### src/rtl/rtc_pkg.sv
package rtc_pkg;
  localparam int BYTE_W     = 8;
  localparam int RAM_AW     = 8;
  localparam int SEC_BYTES  = 4;
  localparam int SEC_SEL_W  = $clog2(SEC_BYTES);
  localparam int SEC_W      = SEC_BYTES * BYTE_W;

  typedef enum logic [2:0] {
    TGT_NONE = 3'd0,
    TGT_SEC  = 3'd1,
    TGT_TEST = 3'd2,
    TGT_WP   = 3'd3,
    TGT_RAM  = 3'd4,
    TGT_EXT  = 3'd5
  } tgt_e;

  typedef enum logic [1:0] {
    ST_CMD  = 2'd0,
    ST_EXT  = 2'd1,
    ST_DATA = 2'd2
  } phase_e;

  typedef struct packed {
    logic                 valid;
    logic                 rd;
    tgt_e                 tgt;
    logic [SEC_SEL_W-1:0] sec_sel;
    logic [RAM_AW-1:0]    addr;
  } cmd_t;
endpackage

### src/rtl/rtc_cmd_decode.sv
module rtc_cmd_decode
  import rtc_pkg::*;
(
  input  logic [BYTE_W-1:0] cmd_byte,
  output cmd_t              cmd
);
  always_comb begin
    cmd         = '0;
    cmd.tgt     = TGT_NONE;
    cmd.rd      = cmd_byte[7];
    if (cmd_byte[6]) begin
      // short low window: locations 0..15
      if (cmd_byte[1:0] == 2'b01) begin
        cmd.tgt  = TGT_RAM;
        cmd.addr = {4'b0000, cmd_byte[5:2]};
      end
    end else begin
      unique case (cmd_byte[5:4])
        2'b00: begin
          if (cmd_byte[1:0] == 2'b01) begin
            cmd.tgt     = TGT_SEC;
            cmd.sec_sel = cmd_byte[3:2];
          end
        end
        2'b10: begin
          // short high window: locations 16..19
          if (cmd_byte[1:0] == 2'b01) begin
            cmd.tgt  = TGT_RAM;
            cmd.addr = {3'b000, 3'b100, cmd_byte[3:2]};
          end
        end
        2'b11: begin
          if (cmd_byte[3]) begin
            cmd.tgt  = TGT_EXT;
            cmd.addr = {cmd_byte[2:0], 5'b00000};
          end else if (!cmd_byte[7] && cmd_byte[3:0] == 4'b0001) begin
            cmd.tgt = TGT_TEST;
          end else if (!cmd_byte[7] && cmd_byte[3:0] == 4'b0101) begin
            cmd.tgt = TGT_WP;
          end
        end
        default: cmd.tgt = TGT_NONE;
      endcase
    end
    cmd.valid = (cmd.tgt != TGT_NONE);
  end
endmodule

### src/rtl/rtc_seconds.sv
module rtc_seconds
  import rtc_pkg::*;
#(
  parameter int NBYTES = SEC_BYTES,
  localparam int SW    = (NBYTES > 1) ? $clog2(NBYTES) : 1,
  localparam int CW    = NBYTES * BYTE_W
)(
  input  logic              clk,
  input  logic              rst_n,
  input  logic              tick,
  input  logic              hold,
  input  logic              wr_en,
  input  logic [SW-1:0]     wr_sel,
  input  logic [BYTE_W-1:0] wr_byte,
  output logic [CW-1:0]     count
);
  logic [CW-1:0] count_q;
  logic [CW-1:0] count_d;
  logic [CW-1:0] count_inc;
  logic          advance;
  logic          cnt_en;

  assign advance   = tick && !hold;
  assign count_inc = count_q + CW'(1);
  assign cnt_en    = wr_en || advance;

  for (genvar i = 0; i < NBYTES; i++) begin : g_byte
    always_comb begin
      if (wr_en) begin
        count_d[i*BYTE_W +: BYTE_W] = (wr_sel == SW'(i)) ? wr_byte
                                                         : count_q[i*BYTE_W +: BYTE_W];
      end else begin
        count_d[i*BYTE_W +: BYTE_W] = count_inc[i*BYTE_W +: BYTE_W];
      end
    end
  end

  always_ff @(posedge clk or negedge rst_n) begin
    if (!rst_n) begin
      count_q <= '0;
    end else if (cnt_en) begin
      count_q <= count_d;
    end
  end

  assign count = count_q;

  AST_SEC_HOLD_IDLE: assert property (@(posedge clk) disable iff (!rst_n)
    (!$past(wr_en) && !$past(tick && !hold)) |-> $stable(count_q));
  AST_SEC_TICK_INC: assert property (@(posedge clk) disable iff (!rst_n)
    $past(tick && !hold && !wr_en) |-> (count_q == $past(count_q) + CW'(1)));
endmodule

### src/rtl/rtc_bram.sv
module rtc_bram
  import rtc_pkg::*;
#(
  parameter int AW    = RAM_AW,
  localparam int DEPTH = 1 << AW
)(
  input  logic              clk,
  input  logic              we,
  input  logic [AW-1:0]     addr,
  input  logic [BYTE_W-1:0] wdata,
  output logic [BYTE_W-1:0] rdata
);
  logic [BYTE_W-1:0] mem [DEPTH];

  always_ff @(posedge clk) begin
    if (we) begin
      mem[addr] <= wdata;
    end
  end

  assign rdata = mem[addr];
endmodule

### src/rtl/rtc_bram_engine.sv
module rtc_bram_engine
  import rtc_pkg::*;
(
  input  logic              clk,
  input  logic              rst_n,
  input  logic              sec_tick,
  input  logic              xfer_stb,
  input  logic              xfer_rd,
  input  logic [BYTE_W-1:0] xfer_wdata,
  output logic [BYTE_W-1:0] xfer_rdata
);
  cmd_t                 dec;
  phase_e               st_q,   st_d;
  tgt_e                 tgt_q,  tgt_d;
  logic [SEC_SEL_W-1:0] sel_q,  sel_d;
  logic [RAM_AW-1:0]    addr_q, addr_d;
  logic                 rd_q,   rd_d;
  logic                 wp_q,   wp_d;
  logic [1:0]           test_q, test_d;
  logic [BYTE_W-1:0]    rdat_q, rdat_d;
  logic                 sec_we, ram_we;
  logic [BYTE_W-1:0]    ram_rdata;
  logic [SEC_W-1:0]     seconds;
  logic                 ext_ok;
  logic                 rd_done;
  logic                 data_wr;

  rtc_cmd_decode u_dec (
    .cmd_byte (xfer_wdata),
    .cmd      (dec)
  );

  rtc_seconds #(.NBYTES(SEC_BYTES)) u_sec (
    .clk     (clk),
    .rst_n   (rst_n),
    .tick    (sec_tick),
    .hold    (|test_q),
    .wr_en   (sec_we),
    .wr_sel  (sel_q),
    .wr_byte (xfer_wdata),
    .count   (seconds)
  );

  rtc_bram #(.AW(RAM_AW)) u_ram (
    .clk   (clk),
    .we    (ram_we),
    .addr  (addr_q),
    .wdata (xfer_wdata),
    .rdata (ram_rdata)
  );

  assign ext_ok  = !xfer_rd && !xfer_wdata[7] && (xfer_wdata[1:0] == 2'b00);
  assign rd_done = xfer_stb && (st_q == ST_DATA) && rd_q && xfer_rd;
  assign data_wr = xfer_stb && (st_q == ST_DATA) && !rd_q && !xfer_rd;

  // next-state logic
  always_comb begin
    st_d   = st_q;
    tgt_d  = tgt_q;
    sel_d  = sel_q;
    addr_d = addr_q;
    rd_d   = rd_q;
    wp_d   = wp_q;
    test_d = test_q;
    rdat_d = rdat_q;
    sec_we = 1'b0;
    ram_we = 1'b0;
    unique case (st_q)
      ST_CMD: begin
        if (xfer_stb && !xfer_rd && dec.valid) begin
          tgt_d  = dec.tgt;
          sel_d  = dec.sec_sel;
          addr_d = dec.addr;
          rd_d   = dec.rd;
          st_d   = (dec.tgt == TGT_EXT) ? ST_EXT : ST_DATA;
        end
      end
      ST_EXT: begin
        if (xfer_stb) begin
          if (ext_ok) begin
            addr_d = {addr_q[7:5], xfer_wdata[6:2]};
            tgt_d  = TGT_RAM;
            st_d   = ST_DATA;
          end else begin
            st_d = ST_CMD;
          end
        end
      end
      ST_DATA: begin
        if (xfer_stb) begin
          st_d = ST_CMD;
          if (rd_done) begin
            rdat_d = (tgt_q == TGT_SEC) ? seconds[sel_q*BYTE_W +: BYTE_W] : ram_rdata;
          end else if (data_wr) begin
            if (tgt_q == TGT_WP) begin
              wp_d = xfer_wdata[7];
            end else if (!wp_q) begin
              unique case (tgt_q)
                TGT_SEC:  sec_we = 1'b1;
                TGT_TEST: test_d = xfer_wdata[7:6];
                TGT_RAM:  ram_we = 1'b1;
                default:  ;
              endcase
            end
          end
        end
      end
      default: st_d = ST_CMD;
    endcase
  end

  // registers
  always_ff @(posedge clk or negedge rst_n) begin
    if (!rst_n) begin
      st_q   <= ST_CMD;
      tgt_q  <= TGT_NONE;
      sel_q  <= '0;
      addr_q <= '0;
      rd_q   <= 1'b0;
      wp_q   <= 1'b0;
      test_q <= 2'b00;
      rdat_q <= '0;
    end else if (xfer_stb) begin
      st_q   <= st_d;
      tgt_q  <= tgt_d;
      sel_q  <= sel_d;
      addr_q <= addr_d;
      rd_q   <= rd_d;
      wp_q   <= wp_d;
      test_q <= test_d;
      rdat_q <= rdat_d;
    end
  end

  assign xfer_rdata = rdat_q;

  AST_IDLE_READ_IGNORED: assert property (@(posedge clk) disable iff (!rst_n)
    (st_q == ST_CMD && xfer_stb && xfer_rd) |=> (st_q == ST_CMD));
  AST_DATA_ENDS_TXN: assert property (@(posedge clk) disable iff (!rst_n)
    (st_q == ST_DATA && xfer_stb) |=> (st_q == ST_CMD));
  AST_EXT_FROM_CMD: assert property (@(posedge clk) disable iff (!rst_n)
    (st_q == ST_EXT) |-> ($past(st_q) == ST_CMD || $past(st_q) == ST_EXT));
  AST_PROTECT_TEST: assert property (@(posedge clk) disable iff (!rst_n)
    $past(wp_q) |-> $stable(test_q));
  AST_RDATA_HOLD: assert property (@(posedge clk) disable iff (!rst_n)
    !$past(rd_done) |-> $stable(rdat_q));
endmodule

### config.mk
export PLATFORM = sky130hd
export DESIGN_NAME = rtc_bram_engine
export DESIGN_NICKNAME = d
export VERILOG_FILES = /design/src/rtl/rtc_pkg.sv /design/src/rtl/rtc_cmd_decode.sv /design/src/rtl/rtc_seconds.sv /design/src/rtl/rtc_bram.sv /design/src/rtl/rtc_bram_engine.sv
export SDC_FILE = /design/constraint.sdc
export NUM_CORES = 2
export LEC_CHECK = 0
export ABC_AREA = 1
export BUFFER_PORTS_ARGS = -buffer_cell sky130_fd_sc_hd__buf_2
export CAP_MARGIN = 20
export CELL_PAD_IN_SITES_DETAIL_PLACEMENT = 1
export CELL_PAD_IN_SITES_GLOBAL_PLACEMENT = 2
export CORE_AREA = 2 2 362 633
export DETAILED_ROUTE_END_ITERATION = 7
export DIE_AREA = 0 0 364 635
export PLACE_DENSITY = 0.75
export SLEW_MARGIN = 20
export SYNTH_ARGS = -nofsm -noshare
export SYNTH_HDL_FRONTEND = slang
export SYNTH_SLANG_ARGS = --single-unit
### constraint.sdc
create_clock -name clk -period 2.1 [get_ports clk]
set_input_delay 0.42 -clock clk [delete_from_list [all_inputs] [get_ports clk]]
set_output_delay 0.42 -clock clk [all_outputs]
set_load 0.01 [all_outputs]
==> impl_metrics.json <==
{
  "status": "finished with violations",
  "violations": "negative setup slack",
  "critPathBufInv": 4,
  "path_clk_slew_ns": 0.07,
  "placed_cells": 11900,
  "netlist_instances": 8356,
  "required_ns": 2.84,
  "cts_root_buffer": "clkbuf_16",
  "cts_tree": "yes",
  "hold_depth": 2,
  "grt_pass1_vias": 68100,
  "final-setup-viol-count": 2047,
  "numCtsBuffers": 199,
  "postSynthNetCount": 8370,
  "grt_pass1_wl_um": 450000,
  "final_antenna_net_count": 0,
  "synth.most_common_cell": "nand2_1",
  "port_buffers": 20,
  "coreArea_sq_um": 226000,
  "maxSlewViolCount": 0,
  "vdd_ir_drop_max_v": 0.000778,
  "worst_ep_arrival_time_ns": 3.56,
  "post-route-period-util": 1.34,
  "wirelength_um": 309000,
  "finalClockSkew_ns": 0.0474,
  "tightestPinTransition_ns": 0.961,
  "place_area_sq_um": 99800,
  "drtIter0Drc": 4332,
  "synthArstFlopShare": 0.0280,
  "ys_types": 41,
  "antenna_found_initial": 6,
  "drc": 0,
  "dieHeight_um": 635,
  "grt_use_total": 0.265,
  "fin_crit_ns": 2.82,
  "wl_per_cell_um": 25.1,
  "pwr-share-clk": 0.300,
  "max_stage_delay_ns": 0.57,
  "yosys_warnings": 0,
  "netlist.area_leader.share": 0.700,
  "critical_path_class": "reg2reg",
  "timing.critical_path.mode_cell": "nand2_1",
  "netlist_area_sq_um": 87900,
  "final_hold_viol_count": 0,
  "grt_max_degree": 138,
  "core.rowCount": 231,
  "pin_count": 21,
  "critPathSlowestCell": "dfrtp_4",
  "cp-start-kind": "flip-flop",
  "yosysSeqAreaShare": 0.717,
  "cts.path.max_buffers": 4,
  "syn_area_per_cell_sq_um": 10.5,
  "path_depth": 17,
  "gp_congestion": 0.899,
  "internal_power_mw": 80.1,
  "routed_via_density": 5.16,
  "crit_path_end_kind": "flip-flop",
  "pwr-share-seq": 0.385,
  "grt.overflow.total": 0,
  "synth_top_cell_by_area": "edfxtp_1",
  "fin_util": 0.480,
  "path_max_fanout": 28,
  "fmax_mhz": 355,
  "drtPass1Iterations": 7,
  "die_w_um": 364,
  "grt_setup_unrepaired": "true",
  "initial_utilization": 0.389,
  "ff2ff_path_depth": 17,
  "p_sw_mw": 42.3,
  "area_growth_pct": 23.4,
  "fin_cells": 12300,
  "path_cells": "buf_12 -> nand2_4 -> inv_8 -> buf_12 -> buf_4 -> nand2_1 -> nand2_1 -> o21ai_1 -> nand2_1 -> nor2_1 -> nor2_1 -> nor2_1 -> nand2_2 -> a21oi_4 -> nand2_1 -> nand2_1 -> nand2_1",
  "num-nets-final": 9131,
  "netSwitchingFraction": 0.346,
  "fin_ws_ns": -0.716,
  "clock_sinks": 2107,
  "via_count": 63500,
  "drive_gt1_frac": 0.167,
  "hold_slack_ns": 0.0467,
  "synthTopCellsByCount": "nand2_1 (4589), edfxtp_1 (2048), nor2_1 (626), buf_2 (259), nand3_1 (176)",
  "power_leakage_nw": 43.0,
  "drv_cap": 0,
  "dp_slack_ns": -0.904,
  "dieArea_sq_um": 231000,
  "synth_area_leaders": "edfxtp_1 (70%), nand2_1 (20%), nor2_1 (2.7%)",
  "synth_top_flop_cell": "edfxtp_1",
  "powerDensity_nw_per_um2": 1130,
  "htree_levels": 4,
  "fin_setup_tns_ns": -370.61,
  "synth-seq-cells": 2107,
  "insertion_delay_ns": 0.87,
  "crit_family": "simple AND/OR/NAND/NOR gates",
  "p_total_mw": 122,
  "fin_area_sq_um": 108000,
  "p_comb_frac": 0.315,
  "synth_edf_count": 2048,
  "hold_class": "in2reg",
  "hpwl_um": 203000,
  "max_slew_margin": 0.359
}
## area by class of cell
class	instances	area, sq um
clock inverter	117	1220
multi-input combinational	5763	23800
fill	24200	117000
tap	3029	3790
inverter	70	307
clock buffer	237	5230
timing repair buffer	976	11100
sequential	2107	63000
antenna	3	7.51
## cells in the final DEF (no fill, tap or decap), types with 4 or more instances in the layout
cell type,n
bufinv_16,24
nor3_1,13
clkbuf_8,4
o2111ai_1,5
buf_8,21
clkinv_2,33
buf_16,15
clkinv_4,4
nand2_2,60
nand3_1,170
o21ai_0,52
buf_6,62
nor2_4,70
nor2_2,114
dfrtp_1,55
clkbuf_16,209
nand3_2,8
nand2_8,4
nand2_4,13
buf_2,12
clkbuf_1,31
clkinvlp_4,16
nand4_1,47
a22oi_1,9
buf_12,227
edfxtp_1,2048
a31oi_1,13
nor4_1,5
xnor2_1,6
o21bai_1,7
clkinv_1,37
nand2_1,4512
xor2_1,17
o21ai_1,74
a21oi_1,96
bufbuf_16,5
inv_1,65
nor2_1,446
buf_4,624
## registers in the layout, summed over array words and instances (netlist names)
| name | count |
|---|---|
| u_ram.mem | 2048 |
| sel_q | 2 |
| addr_q | 8 |
| st_q | 2 |
| tgt_q | 3 |
| test_q | 2 |
| xfer_rdata | 8 |
| rd_q | 1 |
| wp_q | 1 |
| u_sec.count | 32 |
## timing repair
| action | CTS | global route |
|---|---|---|
| hold endpoints to repair | 49 | 0 |
| gates cloned | 7 | 8 |
| buffers inserted | 19 | 18 |
| pin swaps | 20 | 47 |
| resized for setup | 183 | 205 |
| endpoints found under the setup margin | 2062 | 2067 |
| hold buffers | 3 | 0 |
## logic make-up after synthesis
| group | count (synthesis) | synth area share |
|---|---|---|
| simple gates | 5468 | 0.238 |
| flops | 2107 | 0.717 |
| buf+inv | 486 | 0.0259 |
| compound gates | 271 | 0.0166 |
| xor+xnor | 23 | 0.00229 |
| fa+ha+maj | 1 | 0.000142 |
## power by group through the flow
stage / Sequential [mW] / Combinational, mW / Clock, mW
2_1_floorplan: 47.8 / 17.1 / 0
3_3_place_gp: 48.0 / 35.5 / 0
3_5_place_dp: 48.0 / 35.9 / 0
4_1_cts: 47.1 / 37.6 / 37.4
5_1_grt: 47.1 / 41.4 / 38.7
6_report: 47.1 / 38.5 / 36.8
## worst paths after layout
kind,end,slack (ns),startpoint
setup / recovery,xfer_rdata[6]$_DFFE_PN0P_,-0.72,addr_q[0]$_DFFE_PN0P_
hold / removal,u_ram.mem[173][1]$_DFFE_PP_,0.05,xfer_wdata[1]
setup reg to reg,xfer_rdata[6]$_DFFE_PN0P_,-0.72,addr_q[0]$_DFFE_PN0P_
hold reg to reg,u_sec.count[31]$_DFFE_PN0P_,0.50,u_sec.count[31]$_DFFE_PN0P_
max in group asynchronous,u_sec.count[9]$_DFFE_PN0P_,1.34,rst_n
min in group asynchronous,xfer_rdata[4]$_DFFE_PN0P_,0.10,rst_n
## routing by layer
layer	track usage	wire (um)	part of all wire	up-vias
met1	0.297	115000	0.37	32500
met3	0.0235	10500	0.034	565
met2	0.495	165000	0.54	1377
met4	0.136	17900	0.058	0
li1	-	-	-	29100
met5	0	0	0	-
(Power assumes the default switching activity.)
